`src/rtl/cell_readout_pkg.sv`:
```
package cell_readout_pkg;

   typedef enum logic [2:0] {
      ST_IDLE,
      ST_STOP,
      ST_START,
      ST_WAIT,
      ST_READ,
      ST_DONE
   } seq_state_t;

endpackage

```
`src/rtl/settle_timer.sv`:
```
module settle_timer #(
   parameter int WAIT_W = 20
) (
   input  logic              clk,
   input  logic              rst_n,
   input  logic              load,
   input  logic [WAIT_W-1:0] len,
   output logic [WAIT_W-1:0] left,
   output logic              last
);

   logic [WAIT_W-1:0] cnt_q;

   always_ff @(posedge clk or negedge rst_n) begin
      if (!rst_n)
         cnt_q <= '0;
      else if (load)
         cnt_q <= len;
      else if (cnt_q != '0)
         cnt_q <= cnt_q - 1'b1;
   end

   assign left = cnt_q;
   assign last = (cnt_q == WAIT_W'(1));


   tmr_step_chk: assert property (@(posedge clk) disable iff (!rst_n)
      (!load && cnt_q != '0) |=> (cnt_q < $past(cnt_q)));

endmodule

```
`src/rtl/cell_stepper.sv`:
```
module cell_stepper #(
   parameter int CELLS     = 1024,
   parameter int DATA_W    = 12,
   parameter int ADC_LAT   = 1,
   parameter bit WIDE_OPT  = 1'b1,
   localparam int ADDR_W   = $clog2(CELLS),
   localparam int PH_W     = $clog2(ADC_LAT + 1)
) (
   input  logic              clk,
   input  logic              rst_n,
   input  logic              run,
   input  logic              wide,
   input  logic [DATA_W-1:0] adc_data,
   output logic              adc_start,
   output logic [ADDR_W-1:0] cell_addr,
   output logic              last_cap,
   output logic              smp_strobe,
   output logic [DATA_W-1:0] smp_data,
   output logic [ADDR_W-1:0] smp_addr,
   output logic              smp_usable
);

   localparam logic [ADDR_W-1:0] TOP_CELL = ADDR_W'(CELLS - 1);

   logic [ADDR_W-1:0] addr_q;
   logic [PH_W-1:0]   ph_q;
   logic              capture;
   logic              usable_now;

   always_ff @(posedge clk or negedge rst_n) begin
      if (!rst_n) begin
         addr_q <= '0;
         ph_q   <= '0;
      end else if (!run) begin
         addr_q <= '0;
         ph_q   <= '0;
      end else if (ph_q == PH_W'(ADC_LAT)) begin
         ph_q   <= '0;
         addr_q <= addr_q + 1'b1;
      end else begin
         ph_q   <= ph_q + 1'b1;
      end
   end

   assign adc_start = run && (ph_q == '0);
   assign capture   = run && (ph_q == PH_W'(ADC_LAT));
   assign last_cap  = capture && (addr_q == TOP_CELL);
   assign cell_addr = addr_q;

   generate
      if (WIDE_OPT) begin : g_mask_sel
         always_comb begin
            if (wide)
               usable_now = (addr_q >= ADDR_W'(2)) && (addr_q <= ADDR_W'(CELLS - 3));
            else
               usable_now = (addr_q >= ADDR_W'(1)) && (addr_q <= ADDR_W'(CELLS - 2));
         end
      end else begin : g_mask_fixed
         always_comb
            usable_now = (addr_q >= ADDR_W'(1)) && (addr_q <= ADDR_W'(CELLS - 2));
      end
   endgenerate

   always_ff @(posedge clk or negedge rst_n) begin
      if (!rst_n) begin
         smp_strobe <= 1'b0;
         smp_data   <= '0;
         smp_addr   <= '0;
         smp_usable <= 1'b0;
      end else begin
         smp_strobe <= capture;
         if (capture) begin
            smp_data   <= adc_data;
            smp_addr   <= addr_q;
            smp_usable <= usable_now;
         end
      end
   end


   start_single_chk: assert property (@(posedge clk) disable iff (!rst_n)
      adc_start |=> !adc_start);


   edge_mask_chk: assert property (@(posedge clk) disable iff (!rst_n)
      (smp_strobe && (smp_addr == '0 || smp_addr == TOP_CELL)) |-> !smp_usable);

endmodule

```
`src/rtl/cell_readout_seq.sv`:
```
module cell_readout_seq
   import cell_readout_pkg::*;
#(
   parameter int CELLS    = 1024,
   parameter int DATA_W   = 12,
   parameter int WAIT_W   = 20,
   parameter int ADC_LAT  = 1,
   parameter bit WIDE_OPT = 1'b1,
   localparam int ADDR_W  = $clog2(CELLS)
) (
   input  logic              clk,
   input  logic              rst_n,
   input  logic              trig,
   input  logic [WAIT_W-1:0] settle_cycles,
   input  logic              edge_wide,
   input  logic              ack,
   output logic              wave_en,
   output logic              busy,
   output logic              adc_start,
   input  logic [DATA_W-1:0] adc_data,
   output logic [ADDR_W-1:0] cell_addr,
   output logic              smp_strobe,
   output logic [DATA_W-1:0] smp_data,
   output logic [ADDR_W-1:0] smp_addr,
   output logic              smp_usable,
   output logic              done
);

   generate
      if (CELLS < 8) begin : g_bad_cells
         $error("CELLS must be at least 8");
      end
      if (ADC_LAT < 1) begin : g_bad_lat
         $error("ADC_LAT must be at least 1");
      end
      if (WAIT_W < 1) begin : g_bad_wait
         $error("WAIT_W must be at least 1");
      end
   endgenerate

   seq_state_t        state_q, state_d;
   logic              tmr_load;
   logic              tmr_last;
   logic [WAIT_W-1:0] tmr_left;
   logic              last_cap;
   logic              wide_q;

   always_comb begin
      state_d  = state_q;
      tmr_load = 1'b0;
      unique case (state_q)
         ST_IDLE:  if (trig) state_d = ST_STOP;
         ST_STOP:  state_d = ST_START;
         ST_START: begin
            if (settle_cycles == '0) begin
               state_d = ST_READ;
            end else begin
               tmr_load = 1'b1;
               state_d  = ST_WAIT;
            end
         end
         ST_WAIT:  if (tmr_last) state_d = ST_READ;
         ST_READ:  if (last_cap) state_d = ST_DONE;
         ST_DONE:  if (ack) state_d = ST_IDLE;
         default:  state_d = ST_IDLE;
      endcase
   end

   always_ff @(posedge clk or negedge rst_n) begin
      if (!rst_n)
         state_q <= ST_IDLE;
      else
         state_q <= state_d;
   end

   generate
      if (WIDE_OPT) begin : g_wide_latch
         always_ff @(posedge clk or negedge rst_n) begin
            if (!rst_n)
               wide_q <= 1'b0;
            else if (state_q == ST_IDLE && trig)
               wide_q <= edge_wide;
         end
      end else begin : g_wide_off
         assign wide_q = 1'b0;
      end
   endgenerate

   settle_timer #(.WAIT_W(WAIT_W)) u_timer (
      .clk   (clk),
      .rst_n (rst_n),
      .load  (tmr_load),
      .len   (settle_cycles),
      .left  (tmr_left),
      .last  (tmr_last)
   );

   cell_stepper #(
      .CELLS    (CELLS),
      .DATA_W   (DATA_W),
      .ADC_LAT  (ADC_LAT),
      .WIDE_OPT (WIDE_OPT)
   ) u_stepper (
      .clk        (clk),
      .rst_n      (rst_n),
      .run        (state_q == ST_READ),
      .wide       (wide_q),
      .adc_data   (adc_data),
      .adc_start  (adc_start),
      .cell_addr  (cell_addr),
      .last_cap   (last_cap),
      .smp_strobe (smp_strobe),
      .smp_data   (smp_data),
      .smp_addr   (smp_addr),
      .smp_usable (smp_usable)
   );

   assign wave_en = (state_q == ST_IDLE);
   assign busy    = (state_q != ST_IDLE);
   assign done    = (state_q == ST_DONE);


   trig_stop_chk: assert property (@(posedge clk) disable iff (!rst_n)
      (!busy && trig) |=> (busy && !wave_en));


   settle_live_chk: assert property (@(posedge clk) disable iff (!rst_n)
      (state_q == ST_WAIT) |-> (tmr_left != '0));


   done_hold_chk: assert property (@(posedge clk) disable iff (!rst_n)
      (done && !ack) |=> done);


   busy_ignore_chk: assert property (@(posedge clk) disable iff (!rst_n)
      (busy && !done) |=> busy);


   start_in_read_chk: assert property (@(posedge clk) disable iff (!rst_n)
      adc_start |-> (busy && !wave_en && !done));

endmodule

```
`config.mk`:
```
export PLATFORM = sky130hd
export DESIGN_NAME = cell_readout_seq
export DESIGN_NICKNAME = d
export VERILOG_FILES = /design/src/rtl/cell_readout_pkg.sv /design/src/rtl/settle_timer.sv /design/src/rtl/cell_stepper.sv /design/src/rtl/cell_readout_seq.sv
export SDC_FILE = /design/constraint.sdc
export NUM_CORES = 1
export LEC_CHECK = 0
export BUFFER_PORTS_ARGS = -buffer_cell sky130_fd_sc_hd__buf_4
export CAP_MARGIN = 25
export CORE_MARGIN = 1
export CORE_UTILIZATION = 35
export CTS_BUF_LIST = sky130_fd_sc_hd__clkbuf_8
export CTS_CLUSTER_SIZE = 40
export DETAILED_ROUTE_END_ITERATION = 7
export PLACE_DENSITY = 0.56
export REMOVE_ABC_BUFFERS = 1
export SYNTH_ARGS = -nofsm -noshare
export SYNTH_HDL_FRONTEND = slang
export SYNTH_HIERARCHICAL = 1
export SYNTH_SLANG_ARGS = --single-unit
```
`constraint.sdc`:
```
create_clock -name clk -period 1.9 [get_ports clk]
set_clock_uncertainty 0.1 [all_clocks]
set_input_delay 0.38 -clock clk [delete_from_list [all_inputs] [get_ports clk]]
set_output_delay 0.38 -clock clk [all_outputs]
set_load 0.01 [all_outputs]
```
==> summary by stage <==
Status
The run finished, with violations left. The final reports fail on DRC, setup timing.

Yosys
The share of the Yosys chip area taken by registers is 45.3%. The number of synthesis warnings is 6. The number of different library cells in the post-synthesis netlist is 60. The complex-gate fraction of the synthesized area is 12.3%. For this run, the leading register cell type out of synthesis is sky130_fd_sc_hd__dfrtp_1. The synthesized cell area is 3260 µm². After synthesis, the largest family of logic cells by area is simple AND/OR/NAND/NOR gates. The simple logic cell fraction of the synthesized area is 24.0%. The share of synthesized area spent on multiplexers is 7.87%. Of the total synthesized cell area, the portion taken by full adders, half adders and majority gates is 2.69%. The xor and xnor fraction of the mapped netlist area is 4.30%.

The cell count after synthesis came out at 316. Of all flip-flops after synthesis, the portion carrying an async set or reset was 100%. The average cell area after synthesis is 10.3 µm².

The number of flops mapped to enable cells by yosys is 0. In this run, synthesis produced a sequential element count of 59.

Placement
The placer's final routability congestion estimate is 0.835. The count of buffers from port buffering is 74. Detailed placement finished with a half-perimeter wire length of 6.12 mm. After detailed placement, the total cell area comes to 4340 µm². The cell count after placement is 543. Timing analysis after detailed placement gives a worst setup slack of -0.168 ns.

Timing
The setup TNS after final layout is -0.0299 ns. The final number of max-transition violations was 0. The shortest clock period the worst path allows after layout is 1.93 ns. The maximum frequency from static timing analysis is 519 MHz.

The slew at the pin closest to its max-slew limit is 0.372 ns. Setup violations remaining at the end of the flow were counted as 2. On the final layout, the worst hold slack is 0.154 ns. The portion of the clock cycle consumed by the worst path in the final layout is 101%. Setup repair after global routing could not meet its margin everywhere. The worst pin sits at a relative slew slack of 75.1%. The final worst slack is -0.0257 ns. The number of failing hold endpoints at the final stage is 0.

Setup path
STA classifies the critical path startpoint as a flop. STA classifies the critical path endpoint as a flop. The critical register-to-register path startpoint is u_timer/left[7].

The critical path launch point is u_timer/left[7]. Data on the critical path arrives at its endpoint at 2.05 ns. The worst setup path is of the flop to flop kind. Of all nets on the critical path, the largest fanout is 5. The required time of the critical path is 2.03 ns.

Layout
After the last flow step, the layout net total stands at 505. Of the cells placed in the final design, the portion with a size suffix greater than 1 is 48.3%. The final cell count without fillers is 574. The post-route cell area is 4990 µm². The number of antenna diodes in the final layout is 0. The layout-stage area growth over the synthesis result is 53.2%. Cells fill 56.4% of the core in the end. Fill cells in the final layout number 793.

Global route
The first global-routing pass estimated 13.9 mm of wire. The number of antenna violations at the first check in global routing is 0. Global routing finished with a remaining overflow of 0. Entering global routing, the biggest net connects 38 pins. The number of global-route vias before repair is 2941.

Global routing consumed, over all layers together, 18.1% of the routing resources.

Pwr
The static leakage is 2.33 nW. Dividing total power by cell area gives a power density of 1250 nW/µm². Overall power consumption after layout is estimated at 6.26 mW. The highest ir drop seen on vdd is 812 µV.

Floorplanning
In this run the vertical extent of the chip is 98.5 µm. Once the floorplan was initialized, standard cells occupied 36.8% of the core. In this run the horizontal extent of the chip is 98.5 µm. In this run the count of I/O pins placed on the die edge is 75. The die covers 9700 µm². The number of rows created at floorplan is 34. The core region is 8850 µm².

Route
For this block, the initial DRC count from the detailed router was 85. The final wirelength is 8.59 mm. The first detailed-routing pass ran for 6 iterations. Summing over every cut layer, the via total after detailed routing is 2949. The post-detailed-route DRC marker count is 8. In the routed layout, each cell is associated on average with a via count of 5.14. After detailed routing, the average wire length per cell comes to 15.0 µm. The number of nets with antenna violations after detailed routing is 0.

Clock network
Counting every sink on the clock net gives 59. TritonCTS built the clock tree. The clock latency on the worst-skew pair is 0.34 ns. Clock-pin slew was measured on the worst setup and hold paths at 0.07 ns.

The root cell of the clock tree is sky130_fd_sc_hd__clkbuf_8. The CTS buffer count is 9. The maximum count of clock buffers along a single path is 2. The number of H-tree levels is 3.

Flow run
The max-capacitance violation count is 0.

Hold path
The kind of path behind the tightest hold check is input pin to flop. The worst hold path begins at adc_data[2].
-- critical path, stage by stage, from the launching register on --
cell and delay [ns]:
sky130_fd_sc_hd__dfrtp_1 0.41, sky130_fd_sc_hd__nor4_4 0.36, sky130_fd_sc_hd__nand4_1 0.23, sky130_fd_sc_hd__buf_6 0.20, sky130_fd_sc_hd__or3_1 0.33, sky130_fd_sc_hd__a31o_1 0.18
-- logic make-up after synthesis --
family / after synthesis
adders and majority gates: 7
buffers and inverters: 26
DFF: 59
AOI/OAI and AO/OA: 54
and+or+nand+nor: 131
muxes: 23
xor gates and xnor gates: 16
-- where the power goes --
part           leakage [nW]  total (mW)  internal [mW]  switching (mW)
Clock                 0.123        1.45          0.909           0.537
Combinational          1.44        2.93           1.54            1.40
Sequential            0.772        1.88           1.59           0.283
Total                  2.33        6.26           4.04            2.22
-- layer usage --
layer | share of wire [%] | global-route usage, %
met1 | 44 | 22.4
met2 | 49 | 30.8
met3 | 4.9 | 4.18
met4 | 1.3 | 6.54
met5 | 0 | 0
-- final timing paths --
| kind | slack (ns) | endpoint | cells past startpoint |
|---|---|---|---|
| setup reg to reg | -0.03 | u_timer/left[1] | 5 |
| setup / recovery | -0.03 | u_timer/left[1] | 5 |
| hold / removal | 0.15 | u_stepper/smp_data[2] | 2 |
| max in group asynchronous | 0.80 | state_q[0] | 3 |
| hold reg to reg | 0.39 | u_stepper/smp_data[1] | 1 |
| min in group asynchronous | 0.39 | u_stepper/smp_addr[5] | 2 |
-- Yosys cell counts, types with 3 or more instances --
master / number / area share, %
sky130_fd_sc_hd__buf_4: 3 / 0.69
sky130_fd_sc_hd__o21ai_1: 3 / 0.46
sky130_fd_sc_hd__nor4_1: 3 / 0.58
sky130_fd_sc_hd__xor2_1: 8 / 2.2
sky130_fd_sc_hd__nand2_1: 29 / 3.3
sky130_fd_sc_hd__mux2_1: 4 / 1.4
sky130_fd_sc_hd__o21a_1: 4 / 0.92
sky130_fd_sc_hd__o31ai_1: 8 / 1.8
sky130_fd_sc_hd__and2_1: 13 / 2.5
sky130_fd_sc_hd__a21oi_1: 6 / 0.92
sky130_fd_sc_hd__a31oi_1: 4 / 0.77
sky130_fd_sc_hd__o21ai_0: 7 / 1.1
sky130_fd_sc_hd__nor2_1: 22 / 2.5
sky130_fd_sc_hd__inv_1: 12 / 1.4
sky130_fd_sc_hd__a2111oi_2: 3 / 1.4
sky130_fd_sc_hd__dfrtp_1: 59 / 45
sky130_fd_sc_hd__and4_1: 3 / 0.81
sky130_fd_sc_hd__nand2b_1: 3 / 0.58
sky130_fd_sc_hd__nor3_1: 9 / 1.4
sky130_fd_sc_hd__buf_2: 4 / 0.61
sky130_fd_sc_hd__o41ai_1: 4 / 1.1
sky130_fd_sc_hd__nor2b_1: 5 / 0.96
sky130_fd_sc_hd__nand4_1: 4 / 0.77
sky130_fd_sc_hd__o211ai_1: 4 / 0.92
sky130_fd_sc_hd__ha_1: 7 / 2.7
sky130_fd_sc_hd__nand3_1: 11 / 1.7
sky130_fd_sc_hd__xnor2_1: 8 / 2.2
sky130_fd_sc_hd__clkbuf_1: 3 / 0.35
sky130_fd_sc_hd__mux2_2: 17 / 5.9
sky130_fd_sc_hd__nor4_2: 5 / 1.9
-- registers in the layout, summed over array words and instances (netlist names) --
register	count
u_stepper/smp_usable	1
u_stepper/smp_data	12
state_q	3
wide_q	1
u_stepper/ph_q	1
u_stepper/smp_strobe	1
u_stepper/cell_addr	10
u_timer/left	20
u_stepper/smp_addr	10
-- layout make-up --
type	count	area, µm²	area share, %
flip-flops and latches	59	1480	29.6
well taps	108	135	2.71
multi-input cells	231	1880	37.6
inverters	15	58.8	1.18
clock buffers	10	138	2.76
clock inverters	6	111	2.23
repair buffers	145	1200	24.0
-- cell usage in the layout, fill, tap and decap left out, types with 4 or more instances in the layout --
master                     netlist  final
sky130_fd_sc_hd__buf_4           3    129
sky130_fd_sc_hd__dfrtp_1        59     59
sky130_fd_sc_hd__nand2_1        29     28
sky130_fd_sc_hd__nor2_1         22     20
sky130_fd_sc_hd__mux2_2         17     17
sky130_fd_sc_hd__and2_1         13     13
sky130_fd_sc_hd__inv_1          12     12
sky130_fd_sc_hd__nand3_1        11     10
sky130_fd_sc_hd__clkbuf_8        0     10
sky130_fd_sc_hd__buf_6           0     10
sky130_fd_sc_hd__xnor2_1         8      8
sky130_fd_sc_hd__xor2_1          8      8
sky130_fd_sc_hd__o21ai_0         7      7
sky130_fd_sc_hd__o31ai_2         0      7
sky130_fd_sc_hd__a21oi_1         6      6
sky130_fd_sc_hd__nor3_1          9      6
sky130_fd_sc_hd__ha_1            7      6
sky130_fd_sc_hd__nor4_2          5      5
sky130_fd_sc_hd__a31oi_1         4      4
sky130_fd_sc_hd__mux2_1          4      4
sky130_fd_sc_hd__buf_12          0      4
sky130_fd_sc_hd__nand4_1         4      4
sky130_fd_sc_hd__nor2b_1         5      4
sky130_fd_sc_hd__o211ai_1        4      4
-- timing repair --
action / in CTS / in global routing
resized for setup: 14 / 38
setup buffers: 7 / 6
setup endpoints to repair: 8 / 24
hold buffers: 1 / 0
pin swaps: 11 / 15
endpoints found under the hold margin: 22 / 0
gates cloned: 0 / 1
Power figures use the tool's default switching activity.
